## config.mk

```make
export PLATFORM = sky130hd
export DESIGN_NAME = shared_timer
export DESIGN_NICKNAME = d
export VERILOG_FILES = /design/src/rtl/shared_timer_pkg.sv /design/src/rtl/shared_timer_counter.sv /design/src/rtl/shared_timer_cmp.sv /design/src/rtl/shared_timer_bus.sv /design/src/rtl/shared_timer.sv
export SDC_FILE = /design/constraint.sdc
export NUM_CORES = 1
export LEC_CHECK = 0
export ABC_AREA = 1
export BUFFER_PORTS_ARGS = -buffer_cell sky130_fd_sc_hd__buf_2
export CAP_MARGIN = 20
export CELL_PAD_IN_SITES_DETAIL_PLACEMENT = 0
export CELL_PAD_IN_SITES_GLOBAL_PLACEMENT = 1
export CORE_MARGIN = 2
export CORE_UTILIZATION = 35
export CTS_BUF_LIST = sky130_fd_sc_hd__clkbuf_2 sky130_fd_sc_hd__clkbuf_4 sky130_fd_sc_hd__clkbuf_8
export CTS_CLUSTER_SIZE = 24
export DETAILED_ROUTE_END_ITERATION = 6
export HOLD_SLACK_MARGIN = 0.1
export PLACE_DENSITY = 0.66
export SETUP_SLACK_MARGIN = 0.5
export SKIP_CTS_REPAIR_TIMING = 1
export SYNTH_ARGS = -nofsm -noshare
export SYNTH_HDL_FRONTEND = slang
export SYNTH_SLANG_ARGS = --single-unit
```

## constraint.sdc

```tcl
create_clock -name clk -period 2.8 [get_ports clk]
set_clock_uncertainty 0.05 [all_clocks]
set_input_delay 0.14 -clock clk [delete_from_list [all_inputs] [get_ports clk]]
set_output_delay 0.14 -clock clk [all_outputs]
set_load 0.1 [all_outputs]
```

## src/rtl/shared_timer_pkg.sv

```systemverilog
package shared_timer_pkg;

    typedef enum logic [2:0] {
        RA_CONFIG    = 3'd0,
        RA_COUNT     = 3'd1,
        RA_COUNT_LO  = 3'd2,
        RA_COUNT_HI  = 3'd3,
        RA_LOCAL_CMP = 3'd4,
        RA_OTHER_SEL = 3'd5,
        RA_OTHER_CMP = 3'd6,
        RA_SPARE     = 3'd7
    } reg_addr_e;

    typedef enum logic {
        BUS_IDLE,
        BUS_REPLY
    } bus_state_e;

    typedef enum logic {
        CNT_HALTED,
        CNT_RUNNING
    } cnt_state_e;

    typedef enum logic {
        TMR_ARMED,
        TMR_PENDING
    } tmr_state_e;

    localparam int DATA_W        = 64;
    localparam int CFG_HALT_BIT  = 0;
    localparam int CFG_WIDTH_LSB = 8;
    localparam int CFG_WIDTH_W   = 4;

endpackage

```

## src/rtl/shared_timer_counter.sv

```systemverilog
module shared_timer_counter
    import shared_timer_pkg::*;
#(
    parameter int CNT_W = 40
) (
    input  logic             clk,
    input  logic             rst_n,
    input  logic             halt_wr,
    input  logic             halt_val,
    output logic             halted,
    output logic [CNT_W-1:0] count
);

    localparam logic [CNT_W-1:0] ONE = CNT_W'(1);

    cnt_state_e       state_q;
    cnt_state_e       state_d;
    logic [CNT_W-1:0] count_q;

    always_ff @(posedge clk) begin
        if (!rst_n) begin
            state_q <= CNT_HALTED;
        end else begin
            state_q <= state_d;
        end
    end

    always_comb begin
        state_d = state_q;
        unique case (state_q)
            CNT_HALTED: begin
                if (halt_wr && !halt_val) begin
                    state_d = CNT_RUNNING;
                end
            end
            CNT_RUNNING: begin
                if (halt_wr && halt_val) begin
                    state_d = CNT_HALTED;
                end
            end
            default: state_d = CNT_HALTED;
        endcase
    end

    always_ff @(posedge clk) begin
        if (!rst_n) begin
            count_q <= '0;
        end else if (state_q == CNT_RUNNING) begin
            count_q <= count_q + ONE;
        end
    end

    always_comb begin
        halted = (state_q == CNT_HALTED);
        count  = count_q;
    end

    // a halted counter keeps its value
    a_r3_hold_when_halted: assert property (@(posedge clk) disable iff (!rst_n)
        halted |=> $stable(count_q));

    // a running counter advances by exactly one
    a_r3_step_when_running: assert property (@(posedge clk) disable iff (!rst_n)
        !halted |=> (count_q == $past(count_q) + ONE));

endmodule

```

## src/rtl/shared_timer_cmp.sv

```systemverilog
module shared_timer_cmp
    import shared_timer_pkg::*;
#(
    parameter int CNT_W = 40
) (
    input  logic             clk,
    input  logic             rst_n,
    input  logic             cmp_wr,
    input  logic [CNT_W-1:0] cmp_wdata,
    input  logic [CNT_W-1:0] count,
    output logic [CNT_W-1:0] cmp_value,
    output logic             irq
);

    tmr_state_e       state_q;
    tmr_state_e       state_d;
    logic [CNT_W-1:0] cmp_q;
    logic             reached;

    assign reached = (count >= cmp_q);

    always_ff @(posedge clk) begin
        if (!rst_n) begin
            cmp_q <= '1;
        end else if (cmp_wr) begin
            cmp_q <= cmp_wdata;
        end
    end

    always_ff @(posedge clk) begin
        if (!rst_n) begin
            state_q <= TMR_ARMED;
        end else begin
            state_q <= state_d;
        end
    end

    always_comb begin
        state_d = state_q;
        unique case (state_q)
            TMR_ARMED: begin
                if (!cmp_wr && reached) begin
                    state_d = TMR_PENDING;
                end
            end
            TMR_PENDING: begin
                if (cmp_wr) begin
                    state_d = TMR_ARMED;
                end
            end
            default: state_d = TMR_ARMED;
        endcase
    end

    always_comb begin
        irq       = (state_q == TMR_PENDING);
        cmp_value = cmp_q;
    end

    // any compare write acknowledges at the next edge
    a_r8_write_clears: assert property (@(posedge clk) disable iff (!rst_n)
        cmp_wr |=> !irq);

    // reaching the compare value raises the line
    a_r7_reach_sets: assert property (@(posedge clk) disable iff (!rst_n)
        (!cmp_wr && (count >= cmp_value)) |=> irq);

    // a pending line holds until a compare write
    a_r7_pending_holds: assert property (@(posedge clk) disable iff (!rst_n)
        (irq && !cmp_wr) |=> irq);

    // no line rises while the count is below the compare value
    a_r7_no_early_rise: assert property (@(posedge clk) disable iff (!rst_n)
        (!irq && (count < cmp_value)) |=> !irq);

endmodule

```

## src/rtl/shared_timer_bus.sv

```systemverilog
module shared_timer_bus
    import shared_timer_pkg::*;
#(
    parameter int NUM_CORES  = 4,
    parameter int CORE_W     = 2,
    parameter int CNT_W      = 40,
    parameter int WIDTH_CODE = 2
) (
    input  logic                       clk,
    input  logic                       rst_n,
    input  logic                       req,
    input  logic                       we,
    input  logic [2:0]                 addr,
    input  logic [DATA_W-1:0]          wdata,
    input  logic [CORE_W-1:0]          core,
    input  logic                       halted,
    input  logic [CNT_W-1:0]           count,
    input  logic [NUM_CORES*CNT_W-1:0] cmp_flat,
    output logic [NUM_CORES-1:0]       cmp_wr,
    output logic                       halt_wr,
    output logic                       halt_val,
    output logic [DATA_W-1:0]          rdata,
    output logic                       rvalid
);

    localparam int CORE_SLOTS = 1 << CORE_W;

    bus_state_e        state_q;
    bus_state_e        state_d;
    reg_addr_e         reg_sel;
    logic [DATA_W-1:0] rdata_q;
    logic [DATA_W-1:0] rd_mux;
    logic              core_ok;
    logic              rd_req;
    logic              wr_req;
    logic [CORE_W-1:0] remote_id;
    logic [CORE_W-1:0] sel_q   [CORE_SLOTS];
    logic [CNT_W-1:0]  cmp_arr [CORE_SLOTS];
    logic [DATA_W-1:0] count64;

    assign reg_sel   = reg_addr_e'(addr);
    assign core_ok   = (32'(core) < NUM_CORES);
    assign rd_req    = req && !we;
    assign wr_req    = req && we;
    assign remote_id = sel_q[core];
    assign count64   = DATA_W'(count);

    generate
        for (genvar s = 0; s < CORE_SLOTS; s++) begin : g_slot
            if (s < NUM_CORES) begin : g_real
                assign cmp_arr[s] = cmp_flat[s*CNT_W +: CNT_W];
                assign cmp_wr[s]  = wr_req && core_ok &&
                    (((reg_sel == RA_LOCAL_CMP) && (core == CORE_W'(s))) ||
                     ((reg_sel == RA_OTHER_CMP) && (remote_id == CORE_W'(s))));
            end else begin : g_absent
                assign cmp_arr[s] = '0;
            end

            always_ff @(posedge clk) begin
                if (!rst_n) begin
                    sel_q[s] <= '0;
                end else if (wr_req && core_ok && (reg_sel == RA_OTHER_SEL) &&
                             (core == CORE_W'(s))) begin
                    sel_q[s] <= wdata[CORE_W-1:0];
                end
            end
        end
    endgenerate

    assign halt_wr  = wr_req && (reg_sel == RA_CONFIG);
    assign halt_val = wdata[CFG_HALT_BIT];

    always_comb begin
        rd_mux = '0;
        case (reg_sel)
            RA_CONFIG: begin
                rd_mux[CFG_HALT_BIT] = halted;
                rd_mux[CFG_WIDTH_LSB +: CFG_WIDTH_W] = CFG_WIDTH_W'(WIDTH_CODE);
            end
            RA_COUNT:     rd_mux = count64;
            RA_COUNT_LO:  rd_mux = {32'b0, count64[31:0]};
            RA_COUNT_HI:  rd_mux = {32'b0, count64[63:32]};
            RA_LOCAL_CMP: rd_mux = core_ok ? DATA_W'(cmp_arr[core]) : '0;
            RA_OTHER_SEL: rd_mux = core_ok ? DATA_W'(remote_id) : '0;
            RA_OTHER_CMP: rd_mux = core_ok ? DATA_W'(cmp_arr[remote_id]) : '0;
            default:      rd_mux = '0;
        endcase
    end

    always_ff @(posedge clk) begin
        if (!rst_n) begin
            state_q <= BUS_IDLE;
        end else begin
            state_q <= state_d;
        end
    end

    always_comb begin
        state_d = state_q;
        unique case (state_q)
            BUS_IDLE:  state_d = rd_req ? BUS_REPLY : BUS_IDLE;
            BUS_REPLY: state_d = rd_req ? BUS_REPLY : BUS_IDLE;
            default:   state_d = BUS_IDLE;
        endcase
    end

    always_ff @(posedge clk) begin
        if (!rst_n) begin
            rdata_q <= '0;
        end else if (rd_req) begin
            rdata_q <= rd_mux;
        end
    end

    always_comb begin
        rvalid = (state_q == BUS_REPLY);
        rdata  = rdata_q;
    end

    // every read is answered in the next cycle
    a_r4_reply_follows_read: assert property (@(posedge clk) disable iff (!rst_n)
        rd_req |=> rvalid);

    // no reply without a read
    a_r4_no_spurious_reply: assert property (@(posedge clk) disable iff (!rst_n)
        !rd_req |=> !rvalid);

    // a single write reaches at most one compare register
    a_r6_single_target: assert property (@(posedge clk) disable iff (!rst_n)
        $onehot0(cmp_wr));

    // a read never triggers a compare update
    a_r10_read_no_write: assert property (@(posedge clk) disable iff (!rst_n)
        rd_req |-> (cmp_wr == '0));

endmodule

```

## src/rtl/shared_timer.sv

```systemverilog
module shared_timer
    import shared_timer_pkg::*;
#(
    parameter int NUM_CORES  = 4,
    parameter int WIDTH_CODE = 2,
    localparam int CORE_W    = (NUM_CORES > 1) ? $clog2(NUM_CORES) : 1
) (
    input  logic                 clk,
    input  logic                 rst_n,
    input  logic                 bus_req,
    input  logic                 bus_we,
    input  logic [2:0]           bus_addr,
    input  logic [63:0]          bus_wdata,
    input  logic [CORE_W-1:0]    bus_core,
    output logic [63:0]          bus_rdata,
    output logic                 bus_rvalid,
    output logic [NUM_CORES-1:0] timer_irq
);

    localparam int CNT_W = 32 + 4 * WIDTH_CODE;

    logic                       halted;
    logic                       halt_wr;
    logic                       halt_val;
    logic [CNT_W-1:0]           count;
    logic [NUM_CORES-1:0]       cmp_wr;
    logic [NUM_CORES*CNT_W-1:0] cmp_flat;
    logic                       unused_wdata;

    assign unused_wdata = ^bus_wdata;

    shared_timer_counter #(
        .CNT_W (CNT_W)
    ) u_counter (
        .clk      (clk),
        .rst_n    (rst_n),
        .halt_wr  (halt_wr),
        .halt_val (halt_val),
        .halted   (halted),
        .count    (count)
    );

    generate
        for (genvar c = 0; c < NUM_CORES; c++) begin : g_core
            shared_timer_cmp #(
                .CNT_W (CNT_W)
            ) u_cmp (
                .clk       (clk),
                .rst_n     (rst_n),
                .cmp_wr    (cmp_wr[c]),
                .cmp_wdata (bus_wdata[CNT_W-1:0]),
                .count     (count),
                .cmp_value (cmp_flat[c*CNT_W +: CNT_W]),
                .irq       (timer_irq[c])
            );
        end
    endgenerate

    shared_timer_bus #(
        .NUM_CORES  (NUM_CORES),
        .CORE_W     (CORE_W),
        .CNT_W      (CNT_W),
        .WIDTH_CODE (WIDTH_CODE)
    ) u_bus (
        .clk      (clk),
        .rst_n    (rst_n),
        .req      (bus_req),
        .we       (bus_we),
        .addr     (bus_addr),
        .wdata    (bus_wdata),
        .core     (bus_core),
        .halted   (halted),
        .count    (count),
        .cmp_flat (cmp_flat),
        .cmp_wr   (cmp_wr),
        .halt_wr  (halt_wr),
        .halt_val (halt_val),
        .rdata    (bus_rdata),
        .rvalid   (bus_rvalid)
    );

endmodule

```

# ---- Word level (Yosys, flattened, before mapping)
# Memory sizes are Yosys's and may differ from the RTL's.
# Cells that the tools add are included.
dict set report word_totals {
  register_bits 270
  ram_bits 8
  inputBits 73
  output_inout_bits 69
  word_cells 126
  n_memories 1
}
dict set report op_classes {
  add_sub_neg 1
  n_lt_le_gt_ge 6
  eq_ne 12
  muxes 43
  bitwise_logic 11
  reduce_logical 40
}
# name depth width read_ports rd_ports_with_merged_regs write_ports line
set memory_table {}
lappend memory_table {u_bus.sel_q 4 2 1 0 4 shared_timer_bus.sv:37} ;# logic [CORE_W-1:0] sel_q [CORE_SLOTS];
# op count
set op_table {}
lappend op_table {{40-bit binary-select mux with 2-bit select} 2}
lappend op_table {{40-bit >= comparator} 4}
lappend op_table {{40-bit two-way mux} 4}
lappend op_table {{28-bit one-hot mux with 4 select lines} 1}
lappend op_table {{40-bit by 1-bit adder with 40-bit output, second input constant} 1}
lappend op_table {{7-bit one-hot mux with 5 select lines} 1}
lappend op_table {{1-bit logical AND} 26}
lappend op_table {{1-bit two-way mux} 24}
lappend op_table {{4-bit one-hot mux with 4 select lines} 1}
lappend op_table {{1-bit one-hot mux with 2 select lines} 5}
lappend op_table {{3-bit == test, second input constant} 3}
lappend op_table {{2-bit == test, second input constant} 4}
lappend op_table {{2-bit two-way mux} 4}
lappend op_table {{3-bit by 2-bit == test with 1-bit output, second input constant} 2}
lappend op_table {{3-bit >= comparator, second input constant} 2}
lappend op_table {{1-bit zero test} 6}
lappend op_table {{2-bit inverter with 3-bit output} 2}
lappend op_table {{1-bit one-hot mux with 6 select lines} 1}
lappend op_table {{1-bit inverter} 5}
lappend op_table {{2-bit by 1-bit == test with 1-bit output, second input constant} 2}
lappend op_table {{2-bit zero test} 2}
lappend op_table {{1-bit logical OR} 4}
lappend op_table {{1-bit bitwise OR} 4}
lappend op_table {{3-bit by 1-bit == test with 1-bit output, second input constant} 1}
lappend op_table {{2 further kinds} 2}

# ---- Longest topological paths before layout
# Gate-level depths: netlist (run 1).
# An unclocked memory read counts as a cell.
dict set report depth {
  ltp_word 9
  ltp_mapped 16
}

# ---- Cells and area by module
# Synthesis (run 1) repeated with hierarchy kept, for this count alone.
dict set report unflattened {
  cells_unflattened 2829
  hier_area_um2 17927.2
}
# module n_inst cells_per_inst area_each_um2
set modules_own_cells {}
lappend modules_own_cells {shared_timer_cmp 4 336 2487.4}
lappend modules_own_cells {shared_timer_bus 1 1113 5635.4}
lappend modules_own_cells {shared_timer_counter 1 372 2342.2}

# ---- Worst setup path after synthesis (run 1)
# Ideal clock, no wire load.
dict set report synth_timing {
  path_kind {register to register}
  startpoint {register u_counter.count_q[4] (netlist: u_counter.count[4])}
  endpoint {register u_counter.count_q[23] (netlist: u_counter.count[23])}
  arrival_ns 1.558
  t_required_ns 2.627
  path_slack_ns 1.069
  stages_incl_launch_ff 10
  path_buffers 0
  synth_period_minus_slack_ns 1.731
  cell_sequence {dfxtp_1 nand2_1 nor2_1 inv_1 nor2_1 nand2_1 nor2_1 nand2_1 o21ai_0 a2bb2oi_1}
}
dict set report synth_between {
  elab_chain_cells 1
}
# item line
set synth_rtl {}
lappend synth_rtl {{from (decl)} shared_timer_counter.sv:18} ;# logic [CNT_W-1:0] count_q;
lappend synth_rtl {{from (signal assigned)} shared_timer_counter.sv:49} ;# count_q <= count_q + ONE;
lappend synth_rtl {{40-bit by 1-bit adder with 40-bit output} shared_timer_counter.sv:49}
# No other way between the ends.
# A chain may end at the register's enable or synchronous reset.

# ---- Worst setup path after layout (run 1)
dict set report layout_timing {
  startpoint {memory u_bus.sel_q[3][0]}
  endpoint {register g_core[3].u_cmp.state_q}
}
dict set report layout_between {
  elab_chain_cells 9
  word_cells_on_any_way 10
  classes_between {1 x eq/ne; 3 x mux; 5 x reduce/logical; 1 x memory}
}
# item line
set layout_rtl {}
lappend layout_rtl {{from (decl)} shared_timer_bus.sv:37}
lappend layout_rtl {{memory 4 x 2 bit (*)} --}
lappend layout_rtl {{2-bit == test (*)} shared_timer_bus.sv:54} ;# ((reg_sel == RA_OTHER_CMP) && (remote_id == CORE_W'(s))));
lappend layout_rtl {{1-bit logical AND (*)} shared_timer_bus.sv:54}
lappend layout_rtl {{1-bit logical OR (*)} shared_timer_bus.sv:53} ;# (((reg_sel == RA_LOCAL_CMP) && (core == CORE_W'(s))) ||
lappend layout_rtl {{1-bit logical AND (*)} shared_timer_bus.sv:52} ;# assign cmp_wr[s] = wr_req && core_ok &&
lappend layout_rtl {{1-bit zero test} shared_timer_cmp.sv:42} ;# if (!cmp_wr && reached) begin
lappend layout_rtl {{1-bit logical AND} shared_timer_cmp.sv:42}
lappend layout_rtl {{1-bit two-way mux} shared_timer_cmp.sv:42}
lappend layout_rtl {{1-bit one-hot mux with 2 select lines (*)} shared_timer_cmp.sv:40} ;# unique case (state_q)
lappend layout_rtl {{to (signal assigned)} shared_timer_cmp.sv:34} ;# state_q <= state_d;
lappend layout_rtl {{to (decl)} shared_timer_cmp.sv:15} ;# tmr_state_e state_q;
# Mark *: on every way between the ends. The rest lies on a longest branch, timed or not.

==> results of run 1 <==
-- placed cells by master, fill, tap and decap left out, types with 45 or more instances in the layout --
cell      count
a21oi_1     149
a22oi_1      45
buf_2        92
clkbuf_8     57
dfxtp_1     238
ha_1        161
inv_1       244
nand2_1    1079
nand3_1     263
nor2_1      103
-- power by group through the flow --
stage               sequential, mW  combinational, mW  clock (mW)
global route                  3.76               1.58        4.14
floorplan                     3.93              0.904           0
global placement              3.82               1.38           0
finish                        3.75               1.45        3.90
CTS                           3.75               1.39        4.01
detailed placement            3.83               1.39           0
-- layout make-up --
class / instances / area share, %
clock buffer: 82 / 4.96
clock inverter: 4 / 0.128
inverter: 257 / 4.92
multi-input combinational: 2019 / 52.5
sequential: 254 / 26.4
tap: 615 / 3.92
timing repair buffer: 187 / 7.16
-- kinds of logic (layout without fill, tap and decap cells) --
kind of cell | after synthesis | count (layout)
AO/OA/AOI/OAI | 301 | 301
XOR/XNOR | 12 | 12
adder cells (fa/ha/maj) | 161 | 161
buffers and inverters | 414 | 530
flip-flops | 254 | 254
other | 1 | 24
AND/OR/NAND/NOR | 1521 | 1521
-- metrics by stage --
stage | power, mW | area [sq um] | util, % | hold WS [ns] | setup WS, ns
after floorplan | 4.84 | 17200 | - | 0.203 | 1.07
after global placement | 5.20 | 18200 | 37.9 | 0.338 | 0.501
after detailed placement | 5.22 | 18200 | 37.9 | 0.346 | 0.447
after CTS | 9.15 | 19100 | 39.9 | -0.360 | 0.563
after global routing | 9.48 | 19600 | 40.9 | 0.141 | 0.489
final | 9.10 | 19600 | 40.9 | 0.124 | 0.654
-- critical path, delay by kind of cell (launching register included) --
kind / cells / cell delay [ns]
AOI/OAI and AO/OA: 3 / 0.37
buffers and inverters: 2 / 0.48
DFF: 1 / 0.36
and+or+nand+nor: 5 / 0.81
-- state kept, by name, summed over array words and instances, names as in the netlist, named ones only --
signal                  cells
g_core.u_cmp.irq            4
u_bus.rdata                40
g_core.u_cmp.cmp_value    160
u_bus.sel_q                 8
u_counter.count            40
u_bus.rvalid                1
-- worst paths after layout --
| path | end | start |
|---|---|---|
| worst max-delay path | g_core[3].u_cmp.irq | u_bus.sel_q[3][0] |
| worst min-delay path | register | bus_req |
| worst max register to register | g_core[3].u_cmp.irq | u_bus.sel_q[3][0] |
| worst min register to register | u_bus.rdata[2] | u_bus.rdata[2] |
-- per-layer routing --
metal | up-vias | global-route usage, %
met1 | 8220 | 35.3
met2 | 525 | 39.7
met4 | 0 | 6.99
met5 | - | 0
li1 | 8811 | -
met3 | 85 | 3.09
==> results.json, run 1 <==
{
  "cts.htree.levels": 2,
  "clk_latency_ns": 0.65,
  "multi_input_area_sq_um": 10300,
  "dp_cells": 3288,
  "pwr_density_cell_nw_per_um2": 464,
  "cts_buffers": 48,
  "syn_to_final_growth_pct": 14.8,
  "swShare_pct": 31.3,
  "grt-ovfl-total": 0,
  "gp_congestion": 0.828,
  "rsz0062_at_grt": "yes",
  "finalWorstPathRequiredPeriod_ns": 2.15,
  "drt-initial-drc-count": 1354,
  "synth_top_family_by_area": "simple AND/OR/NAND/NOR gates",
  "p_int_mw": 6.25,
  "worst_slew_margin_rel_pct": 38.4,
  "timing.fmax_ghz": 0.466,
  "p_seq_share_pct": 41.2,
  "final-seq-area_sq_um": 5170,
  "synth_compound_area_share_pct": 10.8,
  "die_h_microns": 225,
  "antenna_found_initial": 0,
  "drv_slew": 0,
  "crit_path_max_incr_delay_ns": 0.42,
  "synthCells": 2664,
  "n_fill_cell": 5127,
  "yosysSeqAreaShare_pct": 30.2,
  "synth_flop_cell": "dfxtp_1",
  "rr_worst_depth": 10,
  "synth_fa_ha_area_share_pct": 11.8,
  "cp_cell_sequence": "inv_1 -> nor2_1 -> a21oi_4 -> nand2_2 -> nand2_1 -> o22ai_2 -> nand2_2 -> buf_4 -> nand2_1 -> a21oi_1",
  "tns_ns": 0,
  "dp_hpwl_mm": 40.8,
  "crit_fanout": 18,
  "synth.distinct_cells": 47,
  "clkSinkCount": 254,
  "dr.pass1.iters": 5,
  "grt_pass1_vias": 16400,
  "combPwrFrac_pct": 15.9,
  "avgRoutedWirePerCell_microns": 18.6,
  "drive_gt1_share_pct": 9.45,
  "yosysMostFrequentCell": "nand2_1",
  "wl_met3_mm": 3.60,
  "r2r_slack_ns": 0.65,
  "hold_viol_final": 0,
  "start_util_pct": 35.6,
  "leakage_nw": 11.6,
  "antenna_cells": 0,
  "post-route-period-util_pct": 76.7,
  "met1_length_mm": 30.5,
  "met2_length_mm": 28.0,
  "grt_max_degree": 136,
  "run_status": "finished, final reports clean",
  "synth-xor-area-share_pct": 0.615,
  "top_layer_used": "met4",
  "min_path_cells": 6,
  "ctsRootBufferMaster": "clkbuf_8",
  "grt_pass1_wl_mm": 97.4,
  "critPathSlowestCell": "nand2_2",
  "postSynthAreaPerCell_sq_um": 6.41,
  "final_antenna_net_count": 0,
  "synth_common_cells": "nand2_1 (1081), nand3_1 (263), dfxtp_1 (246)",
  "critPathLaunchType": "register",
  "stdcell_count": 3418,
  "worst_pin_slew_ns": 0.924,
  "synth_edf_count": 8,
  "ys_ff_latch": 254,
  "core.rowCount": 80,
  "yosysTopAreaCellShare_pct": 28.8,
  "grt_use_total_pct": 24.9,
  "route.detailed.drc": 0,
  "async_reset_ff_share_pct": 0,
  "drv_cap": 0,
  "worstPathRequired_ns": 3.31,
  "nets": 3001,
  "io_buffers": 93,
  "crit_arrival_ns": 2.66,
  "synth_top_cell_by_area": "dfxtp_1",
  "synthMuxAreaShare_pct": 0,
  "ir_drop_v": 0.000271,
  "routed_wl_mm": 63.5,
  "synth-simple-area-share_pct": 36.3,
  "vias": 17600,
  "via_per_inst": 5.16,
  "switchingPower_mw": 2.85,
  "end_kind": "register",
  "clkPwrFrac_pct": 42.9,
  "io_pins": 142,
  "yosys_warnings": 0,
  "crit_type": "register to register",
  "die_area_sq_um": 50600,
  "ys_top_cells_by_area": "dfxtp_1 (29%), nand2_1 (24%), ha_1 (12%)",
  "cts_tree": "yes",
  "holdCritPathClass": "primary input to register",
  "synth_area_sq_um": 17100,
  "core_sq_um": 47900,
  "setup_viol": 0,
  "clkTransAtPathRegs_ns": 0.06,
  "chipWidth_microns": 225,
  "clockBufferDepth": 3
}
Power figures use the tool's default switching activity.
==> run 2: changes to the inputs <==
--- a/config.mk
+++ b/config.mk
@@ -16,7 +16,7 @@
 export CTS_CLUSTER_SIZE = 24
 export DETAILED_ROUTE_END_ITERATION = 6
 export HOLD_SLACK_MARGIN = 0.1
-export PLACE_DENSITY = 0.66
+export PLACE_DENSITY = 0.68
 export SETUP_SLACK_MARGIN = 0.5
 export SKIP_CTS_REPAIR_TIMING = 1
 export SYNTH_ARGS = -nofsm -noshare
==> constraint.sdc (replaced) <==
create_clock -name clk -period 1.75 [get_ports clk]
set_clock_uncertainty 0.05 [all_clocks]
set_input_delay 0.0875 -clock clk [delete_from_list [all_inputs] [get_ports clk]]
set_output_delay 0.0875 -clock clk [all_outputs]
set_load 0.1 [all_outputs]
==> run 2 against run 1 <==
  * Sequential cell count did not move
  * Worst hold slack got worse by 0.23 ns
  * Sequential power rose by 58%
  * Via count rose by 9.9%
  * Global-route usage rose by 1.6 points
  * The flow now finishes with violations (negative hold slack, negative setup slack)
  * Critical endpoint is now g_core[1].u_cmp.cmp_value[14]
  * Total power rose by 68%
  * Combinational power rose by 96%
  * Highest routed layer unchanged
==> results.json, run 2 (synthesis results as in run 1) <==
{
  "run_status": "complete, but fails checks",
  "violations": "negative hold slack, negative setup slack",
  "nets": 3286,
  "syn_to_final_growth_pct": 38.4,
  "rsz0062_at_grt": "yes",
  "hold_viol_final": 45,
  "totalPowerFinal_mw": 15.3,
  "start_util_pct": 35.6,
  "end_kind": "register",
  "setup_viol": 212,
  "finalWorstPathRequiredPeriod_ns": 1.90,
  "grt_use_total_pct": 26.5,
  "die_area_sq_um": 50600,
  "crit_fanout": 13,
  "core.rowCount": 80,
  "clockBufferDepth": 3,
  "cts.htree.levels": 2,
  "ctsRootBufferMaster": "clkbuf_8",
  "clkTransAtPathRegs_ns": 0.07,
  "critPathLaunchType": "register",
  "pwr_density_cell_nw_per_um2": 648,
  "routed_wl_mm": 74.6,
  "grt-ovfl-total": 0,
  "drt-initial-drc-count": 1640,
  "vias": 19400,
  "pre_cts_ws_ns": -0.206,
  "switchingPower_mw": 4.91,
  "core_sq_um": 47900,
  "final_cell_mix": "nand2_1 (1001), buf_4 (252), nand3_1 (248), inv_1 (236), dfxtp_1 (199)",
  "route.detailed.drc": 0,
  "crit_arrival_ns": 2.34,
  "drv_slew": 0,
  "setup_slack_ns": -0.151,
  "die_h_microns": 225,
  "clkSinkCount": 254,
  "antenna_found_initial": 0,
  "combPwrFrac_pct": 18.5,
  "swShare_pct": 32.0,
  "largest_reg_flops": 160,
  "cts_tree": "yes",
  "drv_cap": 0,
  "clk_latency_ns": 0.67,
  "dr.pass1.iters": 5,
  "p_int_mw": 10.4,
  "r2r_slack_ns": -0.15,
  "gp_congestion": 0.875,
  "chipWidth_microns": 225,
  "worst_pin_slew_ns": 0.774,
  "p_seq_share_pct": 38.8,
  "io_buffers": 93,
  "grt_pass1_vias": 17900,
  "post-route-period-util_pct": 109,
  "timing.fmax_ghz": 0.526,
  "dp_hpwl_mm": 47.0,
  "worstPathRequired_ns": 2.19,
  "hold_ws_ns": -0.107,
  "final_common_cell": "nand2_1",
  "antenna_cells": 0,
  "clkPwrFrac_pct": 42.7,
  "io_pins": 142,
  "grt_pass1_wl_mm": 103,
  "via_per_inst": 5.23,
  "avgRoutedWirePerCell_microns": 20.1,
  "holdCritPathClass": "primary input to register",
  "crit_type": "register to register",
  "final_antenna_net_count": 0,
  "worst_slew_margin_rel_pct": 48.4,
  "drive_gt1_share_pct": 25.3,
  "leakage_nw": 13.5,
  "ir_drop_v": 0.000392,
  "cts_buffers": 51,
  "grt_max_degree": 130
}
-- run 2: final timing paths --
check,from,endpoint,cells after the start
worst max register to register,u_bus.sel_q[3][0],g_core[1].u_cmp.cmp_value[14],12
worst min register to register,u_bus.rdata[28],u_bus.rdata[28],2
worst max-delay path,u_bus.sel_q[3][0],g_core[1].u_cmp.cmp_value[14],12
worst min-delay path,rst_n,u_counter.count[11],3
-- run 2: layout make-up --
cell class	count	area (sq um)
sequential	254	5280
timing repair buffer	469	4260
multi-input combinational	2019	11300
tap	615	769
clock inverter	8	47.5
fill	4857	24300
clock buffer	82	1010
inverter	257	1010
-- run 2: per-stage QoR --
step,utilization [%],hold WS (ns),instances,instance area (sq um),TNS [ns]
6_report,49.3,-0.107,3704,23600,-17.65
3_5_place_dp,42.9,0.291,3532,20600,-9.45
3_3_place_gp,42.9,0.284,3532,20600,-5.75
5_1_grt,49.3,-0.120,3704,23600,-33.51
2_1_floorplan,-,0.151,2687,17700,0
4_1_cts,45.1,-0.414,3622,21600,-14.32
-- run 2: power by group through the flow --
| stage | registers [mW] | clock network, mW | logic (mW) |
|---|---|---|---|
| finish | 5.94 | 6.55 | 2.84 |
| global route | 5.95 | 6.92 | 3.05 |
| CTS | 5.95 | 6.68 | 2.48 |
| detailed placement | 6.07 | 0 | 2.47 |
| global placement | 6.07 | 0 | 2.46 |
| floorplan | 6.27 | 0 | 1.47 |
-- run 2: critical path: stages (launching register included) --
cell and delay (ns):
edfxtp_1 0.36, inv_1 0.08, nor2_2 0.05, a21oi_4 0.13, buf_6 0.15, nand2_8 0.08, nand3_1 0.08, o21ai_1 0.08
nand2_2 0.18, inv_4 0.09, clkbuf_16 0.22, nand2_1 0.08, nand3_1 0.07
-- run 2: layer usage --
layer	up-vias	wire length (microns)	GRT usage [%]
met1	9126	33800	36.3
met2	694	32900	42.8
li1	9411	-	-
met3	156	5180	3.95
met4	0	2760	8.40
met5	-	0	0
==> run 3: changes to the inputs <==
--- a/config.mk
+++ b/config.mk
@@ -17,6 +17,7 @@
 export DETAILED_ROUTE_END_ITERATION = 6
 export HOLD_SLACK_MARGIN = 0.1
 export PLACE_DENSITY = 0.68
+export RECOVER_POWER = 100
 export SETUP_SLACK_MARGIN = 0.5
 export SKIP_CTS_REPAIR_TIMING = 1
 export SYNTH_ARGS = -nofsm -noshare
==> run 3 against run 2 <==
  * Critical endpoint unchanged
  * Combinational power is essentially flat
  * Via count is 0.10% higher
  * Clock power about the same
  * The flow still finishes with violations (negative hold slack, negative setup slack)
  * First-iteration DRC count about the same
  * Non-clock buffer count is the same
==> results.json, run 3 (synthesis results as in run 1) <==
{
  "critPathLaunch": "u_bus.sel_q[3][0]",
  "r2r-end": "g_core[1].u_cmp.cmp_value[14]",
  "grt_pass1_vias": 17900,
  "rr_worst_depth": 12,
  "worst_slew_margin_rel_pct": 48.7,
  "cts_buffers": 51,
  "antenna_found_initial": 0,
  "clkSinkCount": 254,
  "clkTransAtPathRegs_ns": 0.07,
  "dp_hpwl_mm": 47.0,
  "end_kind": "register",
  "clk_latency_ns": 0.67,
  "holdCritPathClass": "primary input to register",
  "critPathSlowestCell": "edfxtp_1",
  "final_antenna_net_count": 0,
  "grt_use_total_pct": 26.5,
  "cts_tree": "yes",
  "post-route-period-util_pct": 109,
  "via_per_inst": 5.24,
  "dr.pass1.iters": 6,
  "clockBufferDepth": 3,
  "core_sq_um": 47900,
  "crit_arrival_ns": 2.34,
  "vias": 19400,
  "crit_fanout": 13,
  "die_h_microns": 225,
  "cp_cell_sequence": "inv_1 -> nor2_2 -> a21oi_4 -> buf_6 -> nand2_8 -> nand3_1 -> o21ai_1 -> nand2_2 -> inv_4 -> clkbuf_16 -> nand2_1 -> nand3_1",
  "grt_pass1_wl_mm": 103,
  "hold_ws_ns": -0.108,
  "final_common_cell": "nand2_1",
  "critPathCapture": "g_core[1].u_cmp.cmp_value[14]",
  "drt-initial-drc-count": 1641,
  "io_pins": 142,
  "core.rowCount": 80,
  "fin_util_pct": 49.3,
  "antenna_cells": 0,
  "tns_ns": -17.80,
  "die_area_sq_um": 50600,
  "grt-ovfl-total": 0,
  "cp.depth": 12,
  "crit_path_frequent_cell": "nand3_1",
  "drv_cap": 0,
  "n_fill_cell": 4859,
  "grt_max_degree": 130,
  "final_cell_mix": "nand2_1 (1001), buf_4 (250), nand3_1 (248), inv_1 (236), dfxtp_1 (199)",
  "timing.fmax_ghz": 0.526,
  "io_buffers": 93,
  "start_util_pct": 35.6,
  "worst_r2r_startpoint": "u_bus.sel_q[3][0]",
  "run_status": "complete, but fails checks",
  "crit_path_max_incr_delay_ns": 0.36,
  "leakage_nw": 13.4,
  "pwr_density_cell_nw_per_um2": 648,
  "largest_reg_flops": 160,
  "worstPathRequired_ns": 2.19,
  "rsz0062_at_grt": "yes",
  "finalWorstPathRequiredPeriod_ns": 1.90,
  "setup_viol": 212,
  "critPathLaunchType": "register",
  "setup_slack_ns": -0.152,
  "drv_slew": 0,
  "nets": 3286,
  "gp_congestion": 0.875,
  "cp.buffers_inverters": 4,
  "cts.htree.levels": 2,
  "ir_drop_v": 0.000391,
  "crit_type": "register to register",
  "worst_pin_slew_ns": 0.770,
  "r2r_slack_ns": -0.15,
  "violations": "negative hold slack, negative setup slack",
  "syn_to_final_growth_pct": 38.3,
  "drive_gt1_share_pct": 25.2,
  "routed_wl_mm": 74.6,
  "avgRoutedWirePerCell_microns": 20.1,
  "totalPowerFinal_mw": 15.3,
  "ctsRootBufferMaster": "clkbuf_8",
  "hold_viol_final": 45,
  "chipWidth_microns": 225,
  "cpLargestDelayFamily": "simple AND/OR/NAND/NOR gates",
  "route.detailed.drc": 0
}
-- run 3: cell type report --
type                    instances  area (sq um)  area share, %
repair buffers                469          4260           18.0
clock buffers                  82          1010           4.27
flip-flops and latches        254          5280           22.3
well taps                     615           769           3.26
multi-input cells            2019         11300           47.6
inverters                     257          1010           4.28
clock inverters                 8          47.5          0.201
-- run 3: worst min path at each step --
stage          depth (start not counted)          start                            end  slack, ns
6_report                               3          rst_n             u_counter.count[4]      -0.11
2_1_floorplan                          2  bus_wdata[13]  g_core[0].u_cmp.cmp_value[13]       0.15
4_1_cts                                3  bus_wdata[30]  g_core[0].u_cmp.cmp_value[30]      -0.41
3_3_place_gp                           3  bus_wdata[28]  g_core[2].u_cmp.cmp_value[28]       0.28
5_1_grt                                3          rst_n             u_counter.count[4]      -0.12
3_5_place_dp                           3  bus_wdata[29]  g_core[2].u_cmp.cmp_value[29]       0.29
-- run 3: routing by layer --
| metal | track usage [%] | vias to the layer above | wire length, microns | part of all wire, % |
|---|---|---|---|---|
| met2 | 42.8 | 746 | 32900 | 44 |
| met1 | 36.3 | 9091 | 33600 | 45 |
| met5 | 0 | - | 0 | 0 |
| li1 | - | 9409 | - | - |
| met3 | 3.95 | 161 | 5330 | 7.1 |
| met4 | 8.40 | 0 | 2810 | 3.8 |
-- run 3: report_power, final --
| part | internal, mW | leakage, nW | switching (mW) |
|---|---|---|---|
| logic | 0.914 | 10.8 | 1.92 |
| clock network | 3.62 | 0.560 | 2.93 |
| registers | 5.88 | 2.09 | 0.0611 |
-- run 3: stage by stage --
step	std cells	worst slack, ns	instance area [sq um]
global route	3704	-0.211	23600
finish	3704	-0.152	23600
global placement	3532	-0.285	20600
detailed placement	3532	-0.206	20600
floorplan	2687	0.0639	17700
CTS	3622	-0.243	21600
-- run 3: tightest hold or removal path: stages --
cell and delay (ns):
buf_6 0.10, inv_2 0.20, nor2_1 0.15
